--- src/rtl/i2c_eep_pkg.sv ---
package i2c_eep_pkg;

    // Fixed upper nibble of the device address byte.
    localparam logic [3:0] DEV_PREFIX = 4'b1010;

    // Protocol phase of the slave.
    typedef enum logic [2:0] {
        ST_IDLE  = 3'd0,
        ST_DEV   = 3'd1,
        ST_AHI   = 3'd2,
        ST_ALO   = 3'd3,
        ST_WDATA = 3'd4,
        ST_RDATA = 3'd5
    } phase_e;

endpackage

--- src/rtl/i2c_bus_mon.sv ---
// Edge and bus-condition detector on pre-synchronised SCL/SDA.
module i2c_bus_mon (
    input  logic clk,
    input  logic rst_n,
    input  logic scl_i,
    input  logic sda_i,
    output logic scl_rise_o,
    output logic scl_fall_o,
    output logic start_o,
    output logic stop_o
);
    typedef struct packed {
        logic scl;
        logic sda;
    } mon_t;

    mon_t mon_d, mon_q;

    always_comb begin
        mon_d.scl = scl_i;
        mon_d.sda = sda_i;
    end

    always_ff @(posedge clk or negedge rst_n) begin
        if (!rst_n) mon_q <= '{scl: 1'b1, sda: 1'b1};
        else        mon_q <= mon_d;
    end

    assign scl_rise_o = scl_i & ~mon_q.scl;
    assign scl_fall_o = ~scl_i & mon_q.scl;
    // SDA falling with SCL high on both samples
    assign start_o    = scl_i & mon_q.scl & mon_q.sda & ~sda_i;
    // SDA rising with SCL high on both samples
    assign stop_o     = scl_i & mon_q.scl & ~mon_q.sda & sda_i;

endmodule

--- src/rtl/i2c_busy_timer.sv ---
// Write-busy interval counted in system clock cycles.
module i2c_busy_timer #(
    parameter int BUSY_CYCLES = 5000
) (
    input  logic clk,
    input  logic rst_n,
    input  logic launch_i,
    output logic busy_o
);
    localparam int CW = $clog2(BUSY_CYCLES + 1);

    logic [CW-1:0] cnt_d, cnt_q;

    always_comb begin
        if (launch_i)          cnt_d = CW'(BUSY_CYCLES);
        else if (cnt_q != '0)  cnt_d = cnt_q - CW'(1);
        else                   cnt_d = '0;
    end

    always_ff @(posedge clk or negedge rst_n) begin
        if (!rst_n) cnt_q <= '0;
        else        cnt_q <= cnt_d;
    end

    assign busy_o = (cnt_q != '0);

endmodule

--- src/rtl/i2c_page_buf.sv ---
// Page write buffer: collects bytes by slot, then drains filled slots
// to the memory port one per cycle.
module i2c_page_buf #(
    parameter int AW         = 13,
    parameter int PAGE_BYTES = 4
) (
    input  logic                  clk,
    input  logic                  rst_n,
    input  logic                  clr_i,
    input  logic                  wr_i,
    input  logic [$clog2(PAGE_BYTES)-1:0] slot_i,
    input  logic [7:0]            byte_i,
    input  logic [AW-$clog2(PAGE_BYTES):0] base_i,
    input  logic                  commit_i,
    output logic                  any_o,
    output logic                  drain_o,
    output logic                  we_o,
    output logic [AW-1:0]         waddr_o,
    output logic                  warea_o,
    output logic [7:0]            wdata_o
);
    localparam int PW     = $clog2(PAGE_BYTES);
    localparam int BASE_W = AW - PW + 1;

    typedef struct packed {
        logic [PAGE_BYTES-1:0][7:0] data;
        logic [PAGE_BYTES-1:0]      valid;
        logic [BASE_W-1:0]          base;
        logic                       drain;
        logic [PW-1:0]              ptr;
    } pbuf_t;

    pbuf_t pb_d, pb_q;
    logic [PAGE_BYTES-1:0] slot_hit;

    for (genvar g = 0; g < PAGE_BYTES; g++) begin : g_slot
        assign slot_hit[g] = wr_i && (slot_i == PW'(g));
    end

    always_comb begin
        pb_d = pb_q;
        if (!pb_q.drain) begin
            if (clr_i) pb_d.valid = '0;
            for (int i = 0; i < PAGE_BYTES; i++) begin
                if (slot_hit[i]) begin
                    pb_d.data[i]  = byte_i;
                    pb_d.valid[i] = 1'b1;
                end
            end
            if (wr_i) pb_d.base = base_i;
            if (commit_i && (pb_q.valid != '0)) begin
                pb_d.drain = 1'b1;
                pb_d.ptr   = '0;
            end
        end else begin
            pb_d.ptr = pb_q.ptr + PW'(1);
            if (pb_q.ptr == PW'(PAGE_BYTES - 1)) begin
                pb_d.drain = 1'b0;
                pb_d.valid = '0;
            end
        end
    end

    always_ff @(posedge clk or negedge rst_n) begin
        if (!rst_n) pb_q <= '0;
        else        pb_q <= pb_d;
    end

    assign any_o   = (pb_q.valid != '0);
    assign drain_o = pb_q.drain;
    assign we_o    = pb_q.drain & pb_q.valid[pb_q.ptr];
    assign waddr_o = {pb_q.base[BASE_W-2:0], pb_q.ptr};
    assign warea_o = pb_q.base[BASE_W-1];
    assign wdata_o = pb_q.data[pb_q.ptr];

endmodule

--- src/rtl/i2c_eeprom_slave.sv ---
// Two-wire EEPROM slave: framing, ACK, address counter, page write, busy.
module i2c_eeprom_slave
    import i2c_eep_pkg::*;
#(
    parameter int AW          = 13,
    parameter int PAGE_BYTES  = 4,
    parameter int BUSY_CYCLES = 5000
) (
    input  logic          clk,
    input  logic          rst_n,
    input  logic [1:0]    strap_i,
    input  logic          scl_i,
    input  logic          sda_i,
    output logic          sda_oe_o,
    output logic [AW-1:0] mem_addr_o,
    output logic          mem_area_o,
    output logic [7:0]    mem_wdata_o,
    output logic          mem_we_o,
    input  logic [7:0]    mem_rdata_i,
    output logic          busy_o
);
    localparam int PW     = $clog2(PAGE_BYTES);
    localparam int HI_W   = AW - 8;
    localparam int BASE_W = AW - PW + 1;

    typedef struct packed {
        phase_e        phase;
        logic [3:0]    bits;
        logic [7:0]    shreg;
        logic          oe;
        logic          rw;
        logic          mack;
        logic          area;
        logic [AW-1:0] addr;
    } ctl_t;

    ctl_t ctl_d, ctl_q;

    logic scl_rise, scl_fall, start_det, stop_det;
    logic buf_clr, buf_wr, commit;
    logic buf_any, buf_drain, buf_we, buf_warea, tmr_busy;
    logic [AW-1:0] buf_waddr;
    logic [7:0]    buf_wdata;
    logic          dev_match;

    i2c_bus_mon u_mon (
        .clk        (clk),
        .rst_n      (rst_n),
        .scl_i      (scl_i),
        .sda_i      (sda_i),
        .scl_rise_o (scl_rise),
        .scl_fall_o (scl_fall),
        .start_o    (start_det),
        .stop_o     (stop_det)
    );

    i2c_page_buf #(.AW(AW), .PAGE_BYTES(PAGE_BYTES)) u_buf (
        .clk      (clk),
        .rst_n    (rst_n),
        .clr_i    (buf_clr),
        .wr_i     (buf_wr),
        .slot_i   (ctl_q.addr[PW-1:0]),
        .byte_i   (ctl_q.shreg),
        .base_i   ({ctl_q.area, ctl_q.addr[AW-1:PW]}),
        .commit_i (commit),
        .any_o    (buf_any),
        .drain_o  (buf_drain),
        .we_o     (buf_we),
        .waddr_o  (buf_waddr),
        .warea_o  (buf_warea),
        .wdata_o  (buf_wdata)
    );

    i2c_busy_timer #(.BUSY_CYCLES(BUSY_CYCLES)) u_tmr (
        .clk      (clk),
        .rst_n    (rst_n),
        .launch_i (commit),
        .busy_o   (tmr_busy)
    );

    assign busy_o    = tmr_busy | buf_drain;
    assign dev_match = (ctl_q.shreg[7:4] == DEV_PREFIX) &&
                       (ctl_q.shreg[2:1] == strap_i) && !busy_o;

    always_comb begin
        ctl_d   = ctl_q;
        buf_clr = 1'b0;
        buf_wr  = 1'b0;
        commit  = 1'b0;

        if (start_det) begin
            ctl_d.phase = ST_DEV;
            ctl_d.bits  = '0;
            ctl_d.oe    = 1'b0;
            buf_clr     = 1'b1;
        end else if (stop_det) begin
            // A STOP right after an ACK slot shows one sampled bit at most.
            if (ctl_q.phase == ST_WDATA && ctl_q.bits <= 4'd1 && buf_any)
                commit = 1'b1;
            else
                buf_clr = 1'b1;
            ctl_d.phase = ST_IDLE;
            ctl_d.bits  = '0;
            ctl_d.oe    = 1'b0;
        end else begin
            unique case (ctl_q.phase)
                ST_DEV, ST_AHI, ST_ALO, ST_WDATA: begin
                    if (scl_rise && ctl_q.bits < 4'd8) begin
                        ctl_d.shreg = {ctl_q.shreg[6:0], sda_i};
                        ctl_d.bits  = ctl_q.bits + 4'd1;
                    end else if (scl_fall && ctl_q.bits == 4'd8) begin
                        ctl_d.bits = 4'd9;
                        unique case (ctl_q.phase)
                            ST_DEV: begin
                                if (dev_match) begin
                                    ctl_d.oe   = 1'b1;
                                    ctl_d.area = ctl_q.shreg[3];
                                    ctl_d.rw   = ctl_q.shreg[0];
                                end else begin
                                    ctl_d.phase = ST_IDLE;
                                    ctl_d.bits  = '0;
                                end
                            end
                            ST_AHI: begin
                                ctl_d.oe             = 1'b1;
                                ctl_d.addr[AW-1:8]   = ctl_q.shreg[HI_W-1:0];
                            end
                            ST_ALO: begin
                                ctl_d.oe        = 1'b1;
                                ctl_d.addr[7:0] = ctl_q.shreg;
                            end
                            default: begin
                                ctl_d.oe            = 1'b1;
                                buf_wr              = 1'b1;
                                ctl_d.addr[PW-1:0]  = ctl_q.addr[PW-1:0] + PW'(1);
                            end
                        endcase
                    end else if (scl_fall && ctl_q.bits == 4'd9) begin
                        ctl_d.oe   = 1'b0;
                        ctl_d.bits = '0;
                        unique case (ctl_q.phase)
                            ST_DEV: begin
                                if (ctl_q.rw) begin
                                    ctl_d.phase = ST_RDATA;
                                    ctl_d.shreg = mem_rdata_i;
                                    ctl_d.oe    = ~mem_rdata_i[7];
                                    ctl_d.addr  = ctl_q.addr + AW'(1);
                                end else begin
                                    ctl_d.phase = ST_AHI;
                                end
                            end
                            ST_AHI:  ctl_d.phase = ST_ALO;
                            ST_ALO:  ctl_d.phase = ST_WDATA;
                            default: ctl_d.phase = ST_WDATA;
                        endcase
                    end
                end
                ST_RDATA: begin
                    if (scl_rise) begin
                        if (ctl_q.bits == 4'd8) begin
                            ctl_d.mack = ~sda_i;
                            ctl_d.bits = 4'd9;
                        end else if (ctl_q.bits < 4'd8) begin
                            ctl_d.bits = ctl_q.bits + 4'd1;
                        end
                    end else if (scl_fall) begin
                        if (ctl_q.bits >= 4'd1 && ctl_q.bits <= 4'd7) begin
                            ctl_d.shreg = {ctl_q.shreg[6:0], 1'b0};
                            ctl_d.oe    = ~ctl_q.shreg[6];
                        end else if (ctl_q.bits == 4'd8) begin
                            ctl_d.oe = 1'b0;
                        end else if (ctl_q.bits == 4'd9) begin
                            ctl_d.bits = '0;
                            if (ctl_q.mack) begin
                                ctl_d.shreg = mem_rdata_i;
                                ctl_d.oe    = ~mem_rdata_i[7];
                                ctl_d.addr  = ctl_q.addr + AW'(1);
                            end else begin
                                ctl_d.phase = ST_IDLE;
                            end
                        end
                    end
                end
                default: ;
            endcase
        end
    end

    always_ff @(posedge clk or negedge rst_n) begin
        if (!rst_n) ctl_q <= '0;
        else        ctl_q <= ctl_d;
    end

    assign sda_oe_o    = ctl_q.oe;
    assign mem_we_o    = buf_we;
    assign mem_wdata_o = buf_wdata;
    assign mem_addr_o  = buf_drain ? buf_waddr : ctl_q.addr;
    assign mem_area_o  = buf_drain ? buf_warea : ctl_q.area;

endmodule

--- config.mk ---
export PLATFORM = sky130hd
export DESIGN_NAME = i2c_eeprom_slave
export DESIGN_NICKNAME = d
export VERILOG_FILES = /design/src/rtl/i2c_eep_pkg.sv /design/src/rtl/i2c_bus_mon.sv /design/src/rtl/i2c_busy_timer.sv /design/src/rtl/i2c_page_buf.sv /design/src/rtl/i2c_eeprom_slave.sv
export SDC_FILE = /design/constraint.sdc
export NUM_CORES = 1
export LEC_CHECK = 0
export BUFFER_PORTS_ARGS = -buffer_cell sky130_fd_sc_hd__buf_4
export CORE_MARGIN = 5
export CORE_UTILIZATION = 50
export DETAILED_ROUTE_END_ITERATION = 10
export MAX_ROUTING_LAYER = met4
export PLACE_DENSITY_LB_ADDON = 0.05
export SLEW_MARGIN = 20
export SYNTH_ARGS = -nofsm -noshare
export SYNTH_HDL_FRONTEND = slang
export SYNTH_SLANG_ARGS = --single-unit
--- constraint.sdc ---
create_clock -name clk -period 2.23 [get_ports clk]
set_input_delay 0.223 -clock clk [delete_from_list [all_inputs] [get_ports clk]]
set_output_delay 0.223 -clock clk [all_outputs]
set_load 0.02 [all_outputs]
After elaboration in Yosys (flattened, before gate mapping)
Cells that the tools add are included.
- add/sub/neg operators: 5
- magnitude comparators: 5
- eq/ne operators: 53
- muxes and demuxes: 82
- bitwise operators: 19
- reduce and logical (&&, ||, !) cells: 45
- operators with widths (operator ; count):
    13-bit 2-to-1 mux ; 14
    16-bit 2-to-1 mux ; 5
    9-bit 2-to-1 mux ; 5
    5-bit != test, second input constant ; 9
    7-bit 2-to-1 mux ; 6
    14-bit AND reduction ; 3
    3-bit != test, second input constant ; 11
    16-bit one-hot mux with 2 select lines ; 1
    6-bit != test, second input constant ; 5
    4-bit != test, second input constant ; 7
    1-bit 2-to-1 mux ; 26
    13-bit one-hot mux with 2 select lines ; 1
    4-bit 2-to-1 mux ; 6
    3-bit 2-to-1 mux ; 6
    2-bit AND reduction ; 9
    8-bit binary-select mux with 2-bit select ; 1
    8-bit 2-to-1 mux ; 2
    2-bit != test, second input constant ; 8
    15-bit 2-to-1 mux ; 1
    7-bit AND reduction ; 2
    13-bit by 1-bit adder with 13-bit output, second input constant ; 1
    1-bit logical AND ; 13
    13-bit nonzero test ; 1
    13-bit by 1-bit subtractor with 13-bit output, second input constant ; 1
    36 further kinds ; 65
- flip-flop bits (word level): 98
- input port bits: 14
- output and inout port bits: 25
- logic and storage cells: 233

Longest topological paths before layout
- depth after elaboration: 12
- depth in mapped cells: 9
- depth with buffers taken out: 7

Modules after synthesis
A second synthesis with hierarchy kept.
- cell total of the unflattened synthesis: 528
- area, all modules: 5745.5 µm²
- modules (own cells, without submodules) (module ; times used ; cells each ; area each (µm²) ; sequential area each (µm²)):
    i2c_eeprom_slave ; 1 ; 317 ; 2691.3 ; 800.8
    i2c_page_buf ; 1 ; 142 ; 2304.7 ; 1276.2
    i2c_busy_timer ; 1 ; 63 ; 664.4 ; 325.3
    i2c_bus_mon ; 1 ; 6 ; 85.1 ; 52.6

Worst setup path after synthesis
No wires, ideal clock.
- kind: reg2reg
- from: register u_mon.mon_q[1] (netlist name)
- to: register ctl_q[17] (netlist name)
- library setup time: 0.125 ns
- data arrival time: 2.197 ns
- required time: 2.105 ns
- path slack: -0.092 ns
- cell stages (with the launch flop): 8
- period minus slack after synthesis: 2.322 ns
- cell sequence: dfstp_2 -> inv_1 -> ha_1 -> clkbuf_1 -> nor4b_2 -> o2111ai_1 -> a211oi_4 -> mux2_2
- cells in the longest elaborated chain, start to end: 5
- elaborated cells on any way between the ends: 24
- those cells by class: eq/ne: 8; mux: 2; bitwise: 10; reduce/logical: 4
- RTL lines (item ; line ; source):
    start, declared ; i2c_bus_mon.sv:17 ; mon_t mon_d, mon_q;
    start signal, assigned ; i2c_bus_mon.sv:25 ; if (!rst_n) mon_q <= '{scl: 1'b1, sda: 1'b1};
    start signal, assigned ; i2c_bus_mon.sv:26 ; else mon_q <= mon_d;
    1-bit AND or 1-bit NOT (tied branches) ; i2c_bus_mon.sv:32, i2c_bus_mon.sv:34, i2c_bus_mon.sv:29 ;
    1-bit AND, on equally long branches ; i2c_bus_mon.sv:32, i2c_bus_mon.sv:29, i2c_bus_mon.sv:34 ;
    1-bit AND, or another cell as far along ; i2c_bus_mon.sv:32 ; assign start_o = scl_i & mon_q.scl & mon_q.sda & ~sda_i;
    5-bit != test (no line), or another cell as far along ; -- ;
    12-bit AND reduction (no line) or 16-bit one-hot mux with 2 select lines (tied branches) ; -- ;
    end signal, assigned ; i2c_eeprom_slave.sv:191 ; else ctl_q <= ctl_d;
    end, declared ; i2c_eeprom_slave.sv:37 ; ctl_t ctl_d, ctl_q;
Several ways; a longest one is shown, not always the timed one.
A chain may end at the register's enable or synchronous reset.

Worst setup path after layout
- from: register ctl_q[25] (netlist name)
- to: register u_buf.pb_q[36] (netlist name)
- cells in the longest elaborated chain, start to end: 9
- elaborated cells on any way between the ends: 11
- those cells by class: order compare: 1; eq/ne: 1; mux: 5; reduce/logical: 4
- RTL lines (item ; line ; source):
    parallel branches: the longest is 3 deep, another holds 4-bit < comparator ; -- ;
    1-bit 2-to-1 mux (*) ; i2c_eeprom_slave.sv:108 ; if (scl_rise && ctl_q.bits < 4'd8) begin
    1-bit 2-to-1 mux (*) ; i2c_eeprom_slave.sv:106 ; unique case (ctl_q.phase)
    1-bit 2-to-1 mux (*) ; i2c_eeprom_slave.sv:96 ; end else if (stop_det) begin
    1-bit 2-to-1 mux (*) ; i2c_eeprom_slave.sv:91 ; if (start_det) begin
    1-bit logical AND (*) ; i2c_page_buf.sv:37 ; assign slot_hit[g] = wr_i && (slot_i == PW'(g));
    2-bit AND reduction (no line) (*) ; -- ;
    end signal, assigned ; i2c_page_buf.sv:66 ; else pb_q <= pb_d;
    end, declared ; i2c_page_buf.sv:33 ; pbuf_t pb_d, pb_q;
Every way passes the cells marked *.

==> metrics.txt <==
Post-Synthesis Cell Area=between 5000 and 6000 µm²; total track usage=a little under a quarter; EDFF count, synth=0; nets@finish=~660; CTS clk-pin slew, worst paths=0.07 ns; post-DR wirelength/cell=18.5 µm; syn_area_per_cell=approximately 10 µm²; # DRC=0; post-synthesis cell type count=72; f_max=roughly 0.46 GHz; Worst Hold Path EP=u_mon.mon_q[1]; I/O Buffers=38; Via density=5.95; prevailing post-synth register cell=dfrtp_1; Yosys warning count=0; H-tree depth=3; Startpoint Class=register; setup TNS=0 ns; r2r setup slk=~0.06 ns; initial DRC count=289; vias in the first global route=about 4700; Sequential Power Share=35.1%; hold wc startpoint=scl_i; largest net degree at the start of global routing=41; Synthesized Nets=585; power per cell area=a little over 900 nW/µm²; slew margin rel.=roughly three fifths; top cells by area, synth=dfrtp_1 43%, mux2_2 10%, nand2_1 4.7%, mux4_2 3.6%, ha_1 3.1%; area grow syn2layout=22.4%; Post-Layout Cell Count=775; crit end category=register; Yosys top cell area share=42.6%; R2R depth=8; hold path depth=1; clock power share=~28%; Slew Viols, Final=0; Antenna Cells=0; first-pass GRT wire length=between 20000 and 25000 µm; via count=4615; CTS max path bufs=2; die area=13500 µm²; DP HPWL=roughly 10000 µm; initial antenna violation count=0; num rows=38; count leader, synth=dfrtp_1; CTS Buf Count=9; Final Hold Vio Count=0; final setup fails=0; total internal power=slightly above 4 mW; dpl cells=between 700 and 800; Root Buffer=clkbuf_16; I/O Pins=39; grt total ovfl=0; DRT Pass-1 Iters=4; share of the yosys chip area belonging to registers=between 40% and 50%; FFs w/ async S/R, synth=between 90% and 100%; Peak VDD IR=~0.52 mV; Clock Skew=0.00836 ns; Data required, critical path=2.46 ns; layout cell share with drive strength beyond 1=around 33%; CP max FO=13; Clock Sinks=98; post-synthesis cell count=around 560; Worst Tran Pin Value=approximately 0.6 ns; DP Area=6410 µm²; number of synthesized register bits=between 90 and 100; Placer Congestion=0.930; worst r2r src=ctl_q[25]; design area=~6900 µm²; switching share of power=36.4%; post-synth top area cell=dfrtp_1; fill cell count=902; Critical Path AT=roughly 2.4 ns; multi-input logic area=3110 µm²; CTS tree=done; Initial Util=between 50% and 60%; hold crit path type=in2reg; combinational group share of total power=a little under two fifths; list of most frequent post-synthesis cells=96 x dfrtp_1, 70 x nand2_1, 52 x mux2_2; status=complete, no violations; period utilisation layout=97.3%; Die Span X=about 120 µm; Skew-Pair Late Insertion Delay=between 0.3 and 0.4 ns; max-cap viol count=0; DIE HEIGHT=116 µm; Core Footprint=between 10000 and 15000 µm²; RR Endpoint=u_buf.pb_q[36]; Post-Route WL=approximately 14000 µm; sw power=between 2 and 2.5 mW; area occupied by registers=about 2500 µm²; antenna viol nets, final=0; Pleak=3.17 nW; Tmin final=between 2 and 2.5 ns; critical path class=reg2reg
[final cells by class]
type                    instances  share of cell area [%]
multi-input cells             407                    45.1
clock inverters                 6                    1.41
clock buffers                  10                    3.46
repair buffers                 97                    11.0
well taps                     140                    2.54
flip-flops and latches         98                    35.6
inverters                      17                   0.925
[cells by family after synthesis]
logic type	synth area share (%)
xor+xnor	1.86
simple gates	18.6
fa+ha+maj	3.11
flops	43.5
buf+inv	3.75
compound gates	13.9
mux	15.2
[per-layer routing]
| layer | routed length [µm] | share of wire [%] | vias to the layer above | GRT usage [%] |
|---|---|---|---|---|
| met5 | 0 | 0 | - | - |
| met4 | 274 | 1.9 | 0 | 7.97 |
| met3 | 679 | 4.7 | 27 | 3.37 |
| met2 | 6780 | 47 | 131 | 35.6 |
| met1 | 6640 | 46 | 2255 | 31.9 |
| li1 | - | - | 2202 | - |
[metrics by stage]
stage	hold slack, ns	setup WS, ns	utilization, %	total power [mW]
2_1_floorplan	-0.0726	-0.0327	-	3.59
5_1_grt	0.00288	-0.0249	63.1	6.75
4_1_cts	0.000841	-0.00678	62.4	6.36
3_3_place_gp	0.217	-0.0711	58.6	4.49
3_5_place_dp	0.227	-0.117	58.6	4.52
6_report	0.0110	0.0592	63.1	6.42
[state kept, by name (all words and copies together) (netlist names)]
| register | count |
|---|---|
| u_buf.pb_q | 36 |
| u_mon.mon_q | 2 |
| u_buf.drain_o | 1 |
| u_tmr.cnt_q | 13 |
| u_buf.warea_o | 1 |
| u_buf.waddr_o | 13 |
| sda_oe_o | 1 |
| ctl_q | 31 |
[worst max path at each step]
stage                        start              to  slack [ns]  cells after the start
floorplan           u_mon.mon_q[1]       ctl_q[17]       -0.03                      7
detailed placement  u_mon.mon_q[1]        ctl_q[2]       -0.12                      7
global route        u_mon.mon_q[1]       ctl_q[31]       -0.02                      6
CTS                 u_mon.mon_q[1]       ctl_q[20]      -0.007                      7
finish                   ctl_q[25]  u_buf.pb_q[36]        0.06                      8
global placement    u_mon.mon_q[1]       ctl_q[19]       -0.07                      8
[repair_timing]
item | in CTS | in global routing
hold buffers | 1 | 0
endpoints found under the hold margin | 31 | 0
endpoints found under the setup margin | 21 | 68
resized for setup | 15 | 17
setup buffers | 1 | 2
pin swaps | 4 | 5
[worst max-delay path: stages, from the launching register on]
cell and delay (ns):
dfrtp_1 0.42, inv_1 0.10, ha_2 0.25, nand4b_1 0.11, buf_4 0.22, nor4_4 0.21
buf_4 0.20, nand2_2 0.20, mux2_2 0.34
[power groups by stage]
stage | logic, mW | clock network [mW] | registers (mW)
6_report | 2.40 | 1.77 | 2.25
5_1_grt | 2.60 | 1.86 | 2.29
4_1_cts | 2.32 | 1.79 | 2.25
3_5_place_dp | 2.24 | 0 | 2.28
3_3_place_gp | 2.22 | 0 | 2.26
2_1_floorplan | 1.42 | 0 | 2.17
[placed cells by master, fill, tap and decap left out, types with 3 or more instances in the layout]
cell type | synthesis | routed
mux2i_1 | 7 | 7
or4_1 | 4 | 3
nand3_1 | 15 | 15
nand2_2 | 4 | 5
clkbuf_16 | 0 | 9
nand4_1 | 7 | 7
a21oi_1 | 20 | 17
nor2_1 | 28 | 27
dfrtp_1 | 96 | 96
nor2b_1 | 4 | 4
nand2_1 | 70 | 69
ha_1 | 14 | 11
a2bb2oi_1 | 9 | 9
inv_1 | 17 | 16
mux2_4 | 0 | 8
nor3b_1 | 5 | 4
o221ai_1 | 3 | 3
a21oi_2 | 0 | 3
a31oi_1 | 5 | 5
a22o_1 | 8 | 8
xor2_1 | 5 | 5
nor4_1 | 12 | 12
buf_4 | 1 | 94
xnor2_1 | 7 | 7
mux2_2 | 52 | 44
nor3_1 | 15 | 14
o21ai_0 | 26 | 25
nand3b_1 | 5 | 5
nand2b_1 | 8 | 8
o22ai_1 | 8 | 7
mux4_2 | 9 | 9
(Power assumes the default switching activity.)
